## src/rtl/sdirq_pkg.sv

```systemverilog
package sdirq_pkg;
  // event kinds; the enum value is the index inside a channel slice
  typedef enum logic [1:0] {
    SRC_HI   = 2'd0,
    SRC_LO   = 2'd1,
    SRC_FAIL = 2'd2,
    SRC_ACK  = 2'd3
  } src_e;

  localparam int NSRC = 4;

  // status-word bit for a given channel and event kind
  function automatic int bitpos(input int nch, input int ch, input int src);
    case (src)
      0:       bitpos = 2 * ch;
      1:       bitpos = 2 * ch + 1;
      2:       bitpos = 2 * nch + ch;
      default: bitpos = 3 * nch + ch;
    endcase
  endfunction
endpackage

```

## src/rtl/sdirq_chan.sv

```systemverilog
module sdirq_chan #(
  parameter int NSRC = 4
) (
  input  logic            clk,
  input  logic            rst,
  input  logic            glb_en_i,
  input  logic [NSRC-1:0] en_i,
  input  logic [NSRC-1:0] evt_i,
  input  logic [NSRC-1:0] clr_i,
  output logic [NSRC-1:0] flag_o
);
  logic [NSRC-1:0] set_w;
  logic [NSRC-1:0] flag_q;

  assign set_w = evt_i & en_i & {NSRC{glb_en_i}};

  // hardware set has priority over a coincident clear
  always_ff @(posedge clk) begin
    if (rst) flag_q <= '0;
    else     flag_q <= (flag_q & ~clr_i) | set_w;
  end

  assign flag_o = flag_q;

  for (genvar k = 0; k < NSRC; k++) begin : g_chk

    set_wins_chk: assert property (@(posedge clk) disable iff (rst)
      (evt_i[k] && en_i[k] && glb_en_i) |=> flag_o[k]);

    clr_takes_chk: assert property (@(posedge clk) disable iff (rst)
      (clr_i[k] && !evt_i[k]) |=> !flag_o[k]);

    en_gate_chk: assert property (@(posedge clk) disable iff (rst)
      (!en_i[k] && !flag_o[k]) |=> !flag_o[k]);

    glb_gate_chk: assert property (@(posedge clk) disable iff (rst)
      (!glb_en_i && !flag_o[k]) |=> !flag_o[k]);
  end
endmodule

```

## src/rtl/sdirq_master.sv

```systemverilog
module sdirq_master (
  input  logic clk,
  input  logic rst,
  input  logic glb_en_i,
  input  logic any_i,
  input  logic clr_i,
  output logic mflag_o,
  output logic irq_n_o
);
  logic mflag_q;
  logic mflag_nxt;
  logic irq_q;

  // sticky summary; a clear wins for one cycle, then pending flags re-set it
  assign mflag_nxt = clr_i ? 1'b0 : (mflag_q | any_i);

  always_ff @(posedge clk) begin
    if (rst) begin
      mflag_q <= 1'b0;
      irq_q   <= 1'b1;
    end else begin
      mflag_q <= mflag_nxt;
      irq_q   <= ~(glb_en_i & mflag_nxt & ~mflag_q);
    end
  end

  assign mflag_o = mflag_q;
  assign irq_n_o = irq_q;


  mflag_follow_chk: assert property (@(posedge clk) disable iff (rst)
    (any_i && !clr_i) |=> mflag_o);

  mflag_clear_chk: assert property (@(posedge clk) disable iff (rst)
    clr_i |=> !mflag_o);

  irq_one_cycle_chk: assert property (@(posedge clk) disable iff (rst)
    !irq_n_o |=> irq_n_o);

  irq_with_mflag_chk: assert property (@(posedge clk) disable iff (rst)
    !irq_n_o |-> mflag_o);

  irq_gated_chk: assert property (@(posedge clk) disable iff (rst)
    !glb_en_i |=> irq_n_o);
endmodule

```

## src/rtl/sdirq_port.sv

```systemverilog
module sdirq_port #(
  parameter int STAT_W = 32,
  parameter int NFLAG  = 16
) (
  input  logic              clk,
  input  logic              rst,
  input  logic              wr_en_i,
  input  logic [STAT_W-1:0] wr_data_i,
  input  logic              rd_sel_i,
  input  logic [STAT_W-1:0] status_i,
  output logic [NFLAG-1:0]  clr_flags_o,
  output logic              clr_m_o,
  output logic [STAT_W-1:0] rd_data_o
);
  localparam int MBIT = STAT_W - 1;

  logic [STAT_W-1:0] rd_q;
  logic              unused_resv;

  assign clr_flags_o = wr_en_i ? wr_data_i[NFLAG-1:0] : '0;
  assign clr_m_o     = wr_en_i & wr_data_i[MBIT];
  assign unused_resv = ^wr_data_i[MBIT-1:NFLAG];

  // the clear register reads back as zero
  always_ff @(posedge clk) begin
    if (rst)           rd_q <= '0;
    else if (rd_sel_i) rd_q <= '0;
    else               rd_q <= status_i;
  end

  assign rd_data_o = rd_q;


  clr_reg_reads_zero_chk: assert property (@(posedge clk) disable iff (rst)
    rd_sel_i |=> (rd_data_o == '0));

  resv_zero_chk: assert property (@(posedge clk) disable iff (rst)
    (rd_data_o[MBIT-1:NFLAG] == '0));
endmodule

```

## src/rtl/sdirq_ctrl.sv

```systemverilog
module sdirq_ctrl #(
  parameter int NCH    = 4,
  parameter int STAT_W = 32
) (
  input  logic              clk,
  input  logic              rst,
  input  logic              glb_en,
  input  logic [NCH-1:0]    en_hi,
  input  logic [NCH-1:0]    en_lo,
  input  logic [NCH-1:0]    en_fail,
  input  logic [NCH-1:0]    en_ack,
  input  logic [NCH-1:0]    evt_hi,
  input  logic [NCH-1:0]    evt_lo,
  input  logic [NCH-1:0]    evt_fail,
  input  logic [NCH-1:0]    evt_ack,
  input  logic              wr_en,
  input  logic [STAT_W-1:0] wr_data,
  input  logic              rd_sel,
  output logic [STAT_W-1:0] rd_data,
  output logic              irq_n
);
  import sdirq_pkg::*;

  localparam int NFLAG = NSRC * NCH;
  localparam int NPAD  = STAT_W - 1 - NFLAG;

  logic [NFLAG-1:0]  flags;
  logic [NFLAG-1:0]  clr_flags;
  logic              clr_m;
  logic              mflag;
  logic [STAT_W-1:0] status_w;

  for (genvar ch = 0; ch < NCH; ch++) begin : g_ch
    logic [NSRC-1:0] ev;
    logic [NSRC-1:0] en;
    logic [NSRC-1:0] cl;
    logic [NSRC-1:0] fl;

    assign ev = {evt_ack[ch], evt_fail[ch], evt_lo[ch], evt_hi[ch]};
    assign en = {en_ack[ch],  en_fail[ch],  en_lo[ch],  en_hi[ch]};

    for (genvar s = 0; s < NSRC; s++) begin : g_src
      localparam int P = bitpos(NCH, ch, s);
      assign cl[s]    = clr_flags[P];
      assign flags[P] = fl[s];
    end

    sdirq_chan #(.NSRC(NSRC)) u_chan (
      .clk      (clk),
      .rst      (rst),
      .glb_en_i (glb_en),
      .en_i     (en),
      .evt_i    (ev),
      .clr_i    (cl),
      .flag_o   (fl)
    );
  end

  sdirq_master u_master (
    .clk      (clk),
    .rst      (rst),
    .glb_en_i (glb_en),
    .any_i    (|flags),
    .clr_i    (clr_m),
    .mflag_o  (mflag),
    .irq_n_o  (irq_n)
  );

  assign status_w = {mflag, {NPAD{1'b0}}, flags};

  sdirq_port #(.STAT_W(STAT_W), .NFLAG(NFLAG)) u_port (
    .clk         (clk),
    .rst         (rst),
    .wr_en_i     (wr_en),
    .wr_data_i   (wr_data),
    .rd_sel_i    (rd_sel),
    .status_i    (status_w),
    .clr_flags_o (clr_flags),
    .clr_m_o     (clr_m),
    .rd_data_o   (rd_data)
  );
endmodule

```

## config.mk

```make
export PLATFORM = sky130hd
export DESIGN_NAME = sdirq_ctrl
export DESIGN_NICKNAME = d
export VERILOG_FILES = /design/src/rtl/sdirq_pkg.sv /design/src/rtl/sdirq_chan.sv /design/src/rtl/sdirq_master.sv /design/src/rtl/sdirq_port.sv /design/src/rtl/sdirq_ctrl.sv
export SDC_FILE = /design/constraint.sdc
export NUM_CORES = 1
export LEC_CHECK = 0
export ABC_AREA = 1
export BUFFER_PORTS_ARGS = -buffer_cell sky130_fd_sc_hd__buf_4
export CAP_MARGIN = 25
export CORE_ASPECT_RATIO = 0.5
export CORE_UTILIZATION = 42
export CTS_BUF_LIST = sky130_fd_sc_hd__clkbuf_4 sky130_fd_sc_hd__clkbuf_8
export DETAILED_ROUTE_END_ITERATION = 10
export PLACE_DENSITY = 0.79
export SYNTH_ARGS = -nofsm -noshare
export SYNTH_HDL_FRONTEND = slang
export SYNTH_SLANG_ARGS = --single-unit
```

## constraint.sdc

```tcl
create_clock -name clk -period 1.1 [get_ports clk]
set_input_delay 0.22 -clock clk [delete_from_list [all_inputs] [get_ports clk]]
set_output_delay 0.22 -clock clk [all_outputs]
set_load 0.02 [all_outputs]
```

After elaboration in Yosys (flattened, before gate mapping)

Index checks and enable logic that the tools add are counted.

Register bits after elaboration: 50
Input bits: 69
Output and inout port bits: 33
Word-level logic and storage cells: 38

Muxes and demuxes: 2
Bitwise operators: 26
Reduce and logical (&&, ||, !) cells: 2

Operators by type and width:

| operator            | count |
|---|---|
| 4-bit bitwise AND   | 12 |
| 16-bit two-way mux  | 1 |
| 4-bit NOT           | 4 |
| 4-bit OR            | 4 |
| 16-bit OR reduction | 1 |
| 1-bit bitwise AND   | 3 |
| 1-bit NOT           | 2 |
| 2-bit OR reduction  | 1 |
| 1-bit two-way mux   | 1 |
| 1-bit OR            | 1 |

Longest topological paths before layout

Gate-level depths: netlist (run 1).

Depth after elaboration: 6
Depth in mapped cells: 6

By module

Synthesis (run 1) repeated with hierarchy kept, for this count alone.

Cells, all modules: 244
Area, all modules: 1,948.1 µm²

Modules (own cells, without submodules):

| module       | times used | cells an instance | area each (µm²) | seq. area each (µm²) |
|---|---|---|---|---|
| sdirq_port   | 1          | 138               | 1,213.7         | 640.6 |
| sdirq_chan   | 4          | 20                | 150.1           | 80.1 |
| sdirq_master | 1          | 10                | 73.8            | 40.0 |
| sdirq_ctrl   | 1          | 16                | 60.1            | 0.0 |

Worst setup path after synthesis (run 1)

Ideal clock, no wire load.

Path kind: in2reg
Start: in rst
End: reg u_port.rd_q[10] (netlist: u_port.rd_data_o[10])
Setup time: 0.061 ns
Arrival time: 0.883 ns
Required time: 1.039 ns
Path slack: 0.156 ns
Stages: 5
Path buffers: 3
Cell sequence: buf_6 or2_1 buf_6 buf_12 nor2_4

Word-level cells in the longest chain between the ends: 1

RTL lines:

| item                                | line             | text |
|---|---|---|
| start: declaration                  | sdirq_ctrl.sv:6  | `input logic rst,` |
| 2-bit OR reduction (no source line) | -                |  |
| end signal: assignment              | sdirq_port.sv:28 | `else rd_q <= status_i;` |
| end: declaration                    | sdirq_port.sv:17 | `logic [STAT_W-1:0] rd_q;` |

No other way between the ends.
A chain may end at the register's enable or synchronous reset.

Worst setup path after layout (run 1)

Start: reg u_port.rd_q[8] (netlist: u_port.rd_data_o[8])
End: out rd_data[8]

RTL lines:

| item             | line             | text |
|---|---|---|
| end: declaration | sdirq_ctrl.sv:19 | `output logic [STAT_W-1:0] rd_data,` |

No word-level cell between the ends.

==> impl_metrics.json, run 1 <==
{
  "worstPathRequired_ns": 0.88,
  "die_w_um": 85.2,
  "p_sw_w": 0.000724,
  "grt_pass1_vias": 1185,
  "via_per_inst": 4.42,
  "yosysSeqAreaShare_pct": 48.2,
  "postCtsSetupBuffers": 0,
  "r2r_slack_ns": 0.13,
  "grt_pass1_wl_mm": 5.02,
  "clk_pin_slew_ns": 0.08,
  "rsz0062_at_grt": "false",
  "grt_max_degree": 18,
  "overflow": 0,
  "hold_slack_ns": 0.139,
  "dr.pass1.iters": 4,
  "num_antenna_cells": 0,
  "power.density_mw_per_mm2": 1510,
  "switching_share_pct": 23.1,
  "p_comb_share_pct": 13.1,
  "port_buffers": 71,
  "cp_slowest_cell": "dfxtp_1",
  "fin_tns_setup_ns": 0,
  "power.share.clock_pct": 44.3,
  "core_sq_mm": 0.00314,
  "skew_ns": 0.00936,
  "fmax_ghz": 1.01,
  "netlist_area_sq_mm": 0.00145,
  "crit_buf_inv": 1,
  "cts_resized": 0,
  "cts_buffers": 5,
  "outcome": "finished, final reports clean",
  "hold_violations": 0,
  "htreeDepth": 2,
  "insertion_delay_ns": 0.30,
  "crit_path_cell_trace": "buf_4",
  "critPathMaxFanout": 1,
  "layout.nets": 318,
  "critPathCaptureType": "output pin",
  "gp_congestion": 0.778,
  "cp.arrival_ns": 0.77,
  "antenna_found_initial": 0,
  "power_frac_seq_pct": 42.6,
  "fp-row-count": 14,
  "final_common_cell": "buf_4",
  "period_needed_ns": 0.993,
  "synth.distinct_cells": 15,
  "ir_drop_v": 0.000626,
  "start_util_pct": 46.3,
  "synth_cells": 178,
  "first_iter_violations": 44,
  "path_delay_family": "flip-flops",
  "power.total_w": 0.00314,
  "wl_mm": 3.24,
  "dp_hpwl_mm": 2.34,
  "ys_ff_latch": 35,
  "reg2regPathDepth": 6,
  "max_stage_delay_ns": 0.34,
  "holdPathStages": 2,
  "cts-root-buf": "clkbuf_8",
  "syn_avg_cell_area_sq_um": 8.16,
  "ant_nets": 0,
  "die_area_sq_mm": 0.00371,
  "cts_tree": "built",
  "track_usage_pct": 18.2,
  "setup_viol_count_final": 0,
  "holdBufCountCts": 0,
  "start_kind": "flop",
  "power.internal_w": 0.00241,
  "critical_path_class": "flop to output pin",
  "ys_warn_count": 0,
  "hp-class": "primary input to flop",
  "layout_worst_path_cycle_share_pct": 90.3,
  "die_h_um": 43.6,
  "final_cell_mix": "72 x buf_4, 37 x nand2_1, 35 x dfxtp_1",
  "vias": 1282,
  "finalMaxSlewViolations": 0,
  "area_delta_synth_final_pct": 42.7,
  "cts_sinks": 35,
  "maxCapViolations": 0,
  "wl_per_cell_um": 11.2,
  "p_leak_nw": 0.950,
  "drive_above_1_share_pct": 36.4,
  "ios": 102,
  "clockBufferDepth": 2,
  "cp.depth": 1,
  "drc": 0
}
stage by stage:
step,util [%],worst slack [ns],cells,area [sq um]
6_report,66.1,0.107,290,2070
5_1_grt,66.1,0.0574,290,2070
4_1_cts,66.1,0.110,290,2070
3_5_place_dp,61.8,0.146,282,1940
3_3_place_gp,61.8,0.160,282,1940
2_1_floorplan,-,0.156,192,1510
power by group through the flow:
stage / Combinational, W / Clock, W / Sequential (W)
floorplan: 0.000249 / 0 / 0.00138
global placement: 0.000400 / 0 / 0.00136
detailed placement: 0.000409 / 0 / 0.00137
CTS: 0.000413 / 0.00140 / 0.00134
global route: 0.000444 / 0.00146 / 0.00134
finish: 0.000410 / 0.00139 / 0.00134
path summary, 6_finish.rpt:
kind / startpoint / to
hold / removal: rst / g_ch[0].u_chan.flag_o[3]
setup reg to reg: g_ch[1].u_chan.flag_o[2] / u_master.mflag_o
hold reg to reg: g_ch[2].u_chan.flag_o[0] / u_port.rd_data_o[4]
setup / recovery: u_port.rd_data_o[8] / rd_data[8]
cell families (layout without fill, tap and decap cells):
group | Yosys count | after routing | synth area share, %
AOI/OAI and AO/OA | 17 | 17 | 5.86
buffers and inverters | 42 | 100 | 17.2
DFF | 35 | 35 | 48.2
other | 1 | 15 | 0.258
and+or+nand+nor | 83 | 83 | 28.4
layer usage:
metal  global-route usage [%]  vias to the layer above  wire length, um
li1                         -                      656                -
met1                     18.7                      579             1300
met2                     35.0                       40             1710
met3                     5.52                        7              172
met4                     9.15                        0               66
met5                        0                        -                0
sequential cells by signal, summed over array words and instances (netlist names):
signal,flops
g_ch.u_chan.flag_o,16
u_master.mflag_o,1
u_port.rd_data_o,17
u_master.irq_n_o,1
area by class of cell:
| class | instances | area, sq um |
|---|---|---|
| inverter | 19 | 71.3 |
| multi-input combinational | 115 | 554 |
| fill | 265 | 1060 |
| tap | 40 | 50.0 |
| clock inverter | 3 | 67.6 |
| sequential | 35 | 701 |
| clock buffer | 5 | 68.8 |
| timing repair buffer | 73 | 561 |
cells in the mapped netlist:
library cell,n,area share (%)
nand2_1,37,9.6
inv_1,19,4.9
or2_1,1,0.43
buf_4,15,7.8
clkbuf_1,1,0.26
nor3_1,1,0.34
conb_1,1,0.26
buf_6,2,1.6
dfxtp_1,35,48
nor2_4,10,7.8
a21oi_1,17,5.9
nand3_1,18,6.2
buf_12,1,1.4
nor2_1,16,4.1
buf_2,4,1.4
Power figures use the tool's default switching activity.
==> inputs of run 2 (changes only) <==
Settings changed: CORE_ASPECT_RATIO 0.5 to not set, CORE_UTILIZATION 42 to 47, PLACE_DENSITY 0.79 to 0.8, REMOVE_ABC_BUFFERS set to 1, SYNTH_HIERARCHICAL set to 1.
==> run 2 against run 1 <==
Clock skew down 0.0057 ns. Hold slack worse by 0.030 ns. First-iteration DRC count up 89%. Critical path depth unchanged. Combinational power up 26%. Area after synthesis up 34%. Register-to-register slack worse by 0.03 ns. Via count up 30%. Highest routed layer unchanged.
==> impl_metrics.json, run 2 <==
{
  "overflow": 0,
  "core_sq_mm": 0.00400,
  "holdPathStages": 2,
  "start_kind": "flop",
  "final_cell_mix": "89 x buf_4, 68 x inv_1, 50 x dfxtp_1",
  "die_area_sq_mm": 0.00441,
  "ys_warn_count": 6,
  "cts_sinks": 50,
  "hold_end": "g_ch[1].u_chan/flag_o[1]",
  "wl_mm": 3.91,
  "muxShareOfSynthArea_pct": 0,
  "worstReg2RegEnd": "u_master/mflag_o",
  "start_util_pct": 48.7,
  "grt_max_degree": 21,
  "synth-compound-area-share_pct": 4.11,
  "max_stage_delay_ns": 0.34,
  "first_iter_violations": 83,
  "port_buffers": 86,
  "critPathMaxFanout": 1,
  "gp_congestion": 0.716,
  "area_delta_synth_final_pct": 43.1,
  "dr.pass1.iters": 4,
  "power.density_mw_per_mm2": 1260,
  "cts_buffers": 5,
  "finalMaxSlewViolations": 0,
  "fmax_ghz": 0.996,
  "yosysTopAreaCell": "dfxtp_1",
  "clockBufferDepth": 2,
  "ir_drop_v": 0.000677,
  "fill_cells": 340,
  "track_usage_pct": 20.8,
  "cp.arrival_ns": 0.78,
  "crit_path_cell_trace": "buf_4",
  "synthTopCellsByCount": "68 x inv_1, 50 x dfxtp_1, 39 x nand2_1",
  "synthAdderAreaFrac_pct": 0,
  "critical_path_class": "flop to output pin",
  "ant_nets": 0,
  "yosysSeqAreaShare_pct": 51.4,
  "htreeDepth": 2,
  "multi_input_area_sq_um": 678,
  "synth_top_area_share_pct": 51.4,
  "final_common_cell": "buf_4",
  "fp-row-count": 23,
  "p_leak_nw": 1.38,
  "synth_top_family_by_area": "simple AND/OR/NAND/NOR gates",
  "reg2regPathDepth": 7,
  "synth.distinct_cells": 15,
  "crit_buf_inv": 1,
  "skew_ns": 0.00363,
  "worstPathRequired_ns": 0.88,
  "synth_most_common_cell": "inv_1",
  "synthArstFlopShare_pct": 0,
  "layout_setup_ws_ns": 0.0963,
  "layout.nets": 419,
  "setup_viol_count_final": 0,
  "insertion_delay_ns": 0.30,
  "hp-class": "primary input to flop",
  "synth_area_leaders": "dfxtp_1 51%, inv_1 13%, nand2_1 7.5%",
  "grtUsageMet1_pct": 22.9,
  "grt_busiest_layer": "met2",
  "drive_above_1_share_pct": 37.6,
  "synth_flop_cell": "dfxtp_1",
  "antenna_found_initial": 0,
  "holdBufCountCts": 0,
  "path_delay_family": "flip-flops",
  "outcome": "finished, final reports clean",
  "postCtsSetupBuffers": 0,
  "maxCapViolations": 0,
  "critPathCaptureType": "output pin",
  "hold_violations": 0,
  "largest_reg_flops": 32,
  "layout_worst_path_cycle_share_pct": 91.2,
  "pre_cts_ws_ns": 0.0929,
  "worstReg2RegStart": "g_ch[0].u_chan/flag_o[3]",
  "r2r_slack_ns": 0.1,
  "dp_hpwl_mm": 2.97,
  "synth_xor_area_share_pct": 0,
  "vias": 1663,
  "cts_tree": "built",
  "grt_pass1_vias": 1531,
  "wl_per_cell_um": 9.74,
  "fin_tns_setup_ns": 0,
  "synth-simple-area-share_pct": 27.7,
  "period_needed_ns": 1.00,
  "rsz0062_at_grt": "false",
  "cp_slowest_cell": "dfxtp_1",
  "syn_avg_cell_area_sq_um": 7.98,
  "clk_pin_slew_ns": 0.09,
  "drc": 0,
  "seq_area_sq_mm": 0.00100,
  "die_w_um": 66.4,
  "grt_util_met3_pct": 7.24,
  "use_met2_pct": 36.4,
  "grt_pass1_wl_mm": 6.65,
  "cts_resized": 0,
  "ios": 102,
  "die_h_um": 66.4,
  "cts-root-buf": "clkbuf_8",
  "num_antenna_cells": 0,
  "synth_edf_count": 0,
  "synth_cells": 244,
  "hp-start": "rst",
  "via_per_inst": 4.15,
  "netlist_area_sq_mm": 0.00195,
  "ys_ff_latch": 50
}
## run 2: worst max-delay path by stage
| stage | cells after the start | to | start |
|---|---|---|---|
| CTS | 7 | u_master/mflag_o | g_ch[0].u_chan/flag_o[3] |
| floorplan | 7 | u_master/mflag_o | g_ch[3].u_chan/flag_o[3] |
| global placement | 7 | u_master/mflag_o | g_ch[0].u_chan/flag_o[3] |
| global route | 7 | u_master/mflag_o | g_ch[0].u_chan/flag_o[0] |
| finish | 1 | irq_n | u_master/irq_n_o |
| detailed placement | 7 | u_master/mflag_o | g_ch[0].u_chan/flag_o[3] |
## run 2: cell families (layout without fill, tap and decap cells)
group | after synthesis | after routing
other | 1 | 15
AND/OR/NAND/NOR | 102 | 102
flip-flops | 50 | 50
buffers and inverters | 75 | 168
AO/OA/AOI/OAI | 16 | 16
## run 2: stage by stage
stage / cell area (sq um) / total power (W) / util (%) / std cells / hold WS [ns]
6_report: 2790 / 0.00351 / 69.7 / 401 / 0.109
3_5_place_dp: 2690 / 0.00246 / 67.3 / 393 / 0.424
3_3_place_gp: 2690 / 0.00245 / 67.3 / 393 / 0.422
4_1_cts: 2790 / 0.00355 / 69.6 / 401 / 0.0959
2_1_floorplan: 1940 / 0.00219 / - / 253 / 0.289
5_1_grt: 2790 / 0.00371 / 69.7 / 401 / 0.0994
## run 2: layer usage
| metal | up-vias | wire length (um) |
|---|---|---|
| met5 | - | 0 |
| met4 | 0 | 48 |
| met3 | 4 | 265 |
| met2 | 61 | 2050 |
| met1 | 712 | 1550 |
| li1 | 886 | - |
## run 2: layout make-up
| class | count | share of cell area (%) |
|---|---|---|
| inverters | 70 | 9.43 |
| flip-flops and latches | 50 | 35.9 |
| well taps | 50 | 2.24 |
| repair buffers | 90 | 24.7 |
| clock buffers | 6 | 2.96 |
| multi-input cells | 133 | 24.3 |
| clock inverters | 2 | 0.449 |
## run 2: where the power goes
part | internal, W | switching (W) | total, W | leakage [nW]
registers | 0.00187 | 0.0000330 | 0.00191 | 0.408
clock network | 0.000506 | 0.000580 | 0.00109 | 0.0472
logic | 0.000256 | 0.000259 | 0.000515 | 0.922
==> inputs of run 3 (changes only) <==
Settings changed: BUFFER_PORTS_ARGS -buffer_cell sky130_fd_sc_hd__buf_4 to not set, CORE_UTILIZATION 47 to 65, DONT_BUFFER_PORTS set to 1, PLACE_DENSITY 0.8 to 0.78.
Clock period 1.1 ns to 1.02 ns, I/O delays scaled along.
==> run 3 against run 2 <==
The flow now finishes with violations (DRC, setup timing). Clock skew grew 0.0038 ns. Combinational power is 26% lower. Design area decreased by 13%. Register-to-register slack lost 0.15 ns. First-iteration DRC count shrank 36%. Count of clock-buffer cells in the layout is 1 lower. Critical path type is now flop to flop. Largest cell class unchanged.
==> impl_metrics.json, run 3 (synthesized netlist as in run 2, its figures left out) <==
{
  "outcome": "finished, violations left",
  "violations": "DRC, setup timing",
  "fin_area_sq_mm": 0.00244,
  "wl_per_cell_um": 13.7,
  "dp_hpwl_mm": 2.20,
  "grt_pass1_wl_mm": 6.49,
  "gp_congestion": 0.787,
  "ant_nets": 0,
  "ir_drop_v": 0.000991,
  "max_stage_delay_ns": 0.34,
  "overflow": 0,
  "critical_path_class": "flop to flop",
  "cts-root-buf": "clkbuf_4",
  "worstReg2RegEnd": "u_master/mflag_o",
  "hp-class": "primary input to flop",
  "die_w_um": 56.7,
  "holdPathStages": 2,
  "r2r_slack_ns": -0.06,
  "layout_setup_ws_ns": -0.0578,
  "cts_sinks": 50,
  "cp_slowest_cell": "dfxtp_1",
  "start_kind": "flop",
  "via_per_inst": 4.84,
  "cp.depth": 7,
  "postCtsSetupBuffers": 0,
  "num_antenna_cells": 0,
  "worst_slew_pin_slew_ns": 0.615,
  "layout.nets": 362,
  "period_needed_ns": 1.08,
  "clockBufferDepth": 2,
  "cts_tree": "built",
  "ios": 102,
  "p_sw_w": 0.000884,
  "first_iter_violations": 53,
  "wl_mm": 4.44,
  "vias": 1572,
  "fp-row-count": 19,
  "fmax_ghz": 0.928,
  "die_h_um": 56.7,
  "maxCapViolations": 0,
  "reg2regPathDepth": 7,
  "die_area_sq_mm": 0.00322,
  "slew_headroom_pct": 58.8,
  "path_delay_family": "simple AND/OR/NAND/NOR gates",
  "drc": 10,
  "port_buffers": 0,
  "skew_ns": 0.00747,
  "grt_max_degree": 21,
  "grt_pass1_vias": 1501,
  "clk_pin_slew_ns": 0.13,
  "power_frac_seq_pct": 58.9,
  "area_delta_synth_final_pct": 25.0,
  "power.internal_w": 0.00271,
  "power.share.clock_pct": 30.5,
  "critPathMaxFanout": 2,
  "p_comb_share_pct": 10.7,
  "antenna_found_initial": 0,
  "setup_viol_count_final": 3,
  "core_sq_mm": 0.00281,
  "hp-start": "rst",
  "crit_path_cell_trace": "nor2_1 -> nand2_1 -> nor2_1 -> nand2_1 -> inv_1 -> nand2_2 -> and2_4",
  "post_dp_cell_area_sq_mm": 0.00202,
  "worstPathRequired_ns": 1.29,
  "cp.arrival_ns": 1.35,
  "power.total_w": 0.00359,
  "rsz0062_at_grt": "true",
  "dr.pass1.iters": 7,
  "hold_end": "u_master/mflag_o",
  "hold_violations": 0,
  "cts_buffers": 5,
  "htreeDepth": 2,
  "largest_reg_flops": 32,
  "power.density_mw_per_mm2": 1480,
  "start_util_pct": 69.4,
  "drive_above_1_share_pct": 29.3,
  "worstReg2RegStart": "g_ch[0].u_chan/flag_o[3]",
  "track_usage_pct": 27.3,
  "finalMaxSlewViolations": 0,
  "critPathCaptureType": "flop",
  "final_cell_mix": "68 x inv_1, 38 x nand2_1, 34 x dfxtp_2",
  "insertion_delay_ns": 0.36,
  "crit_buf_inv": 1,
  "p_leak_nw": 1.08,
  "final_common_cell": "inv_1",
  "switching_share_pct": 24.6,
  "layout_worst_path_cycle_share_pct": 106
}
## run 3: repair_timing
item | CTS | global route
gates resized for setup | 28 | 15
hold buffers | 24 | 4
hold endpoints to repair | 17 | 2
setup endpoints to repair | 28 | 16
## run 3: area by class of cell
class / count / area, sq um
Sequential cell: 50 / 1050
Tap cell: 31 / 38.8
Fill cell: 154 / 369
Timing Repair Buffer: 33 / 320
Clock inverter: 3 / 40.0
Multi-Input combinational cell: 133 / 686
Clock buffer: 5 / 37.5
Inverter: 70 / 263
## run 3: worst max path at each step
stage,startpoint,endpoint,slack [ns]
5_1_grt,g_ch[0].u_chan/flag_o[3],u_master/mflag_o,-0.11
4_1_cts,u_port/rd_data_o[25],rd_data[25],0.0002
2_1_floorplan,g_ch[3].u_chan/flag_o[3],u_master/mflag_o,0.13
3_5_place_dp,g_ch[2].u_chan/flag_o[1],u_master/mflag_o,0.04
6_report,g_ch[0].u_chan/flag_o[3],u_master/mflag_o,-0.06
3_3_place_gp,g_ch[2].u_chan/flag_o[1],u_master/mflag_o,0.04
## run 3: stage by stage
stage | hold WS, ns | TNS [ns] | setup slack, ns | instances | utilization, %
after floorplan | 0.273 | 0 | 0.125 | 253 | -
after global placement | 0.276 | 0 | 0.0445 | 289 | 71.9
after detailed placement | 0.277 | 0 | 0.0359 | 289 | 71.9
after CTS | 0.00189 | 0 | 0.000191 | 321 | 84.4
after global routing | 0.0133 | -0.201 | -0.107 | 325 | 86.8
final | 0.0440 | -0.0831 | -0.0578 | 325 | 86.8
## run 3: per-layer routing
metal	share of wire, %	track usage (%)
met4	2.9	13.2
met1	34	26.1
met3	9.2	12.9
met2	54	48.6
met5	0	0
## run 3: power by group through the flow
stage	Sequential, W	Clock [W]	Combinational [W]
after CTS	0.00212	0.00113	0.000337
after detailed placement	0.00215	0	0.000253
after global routing	0.00213	0.00120	0.000425
final	0.00212	0.00109	0.000383
after floorplan	0.00215	0	0.000213
after global placement	0.00215	0	0.000248
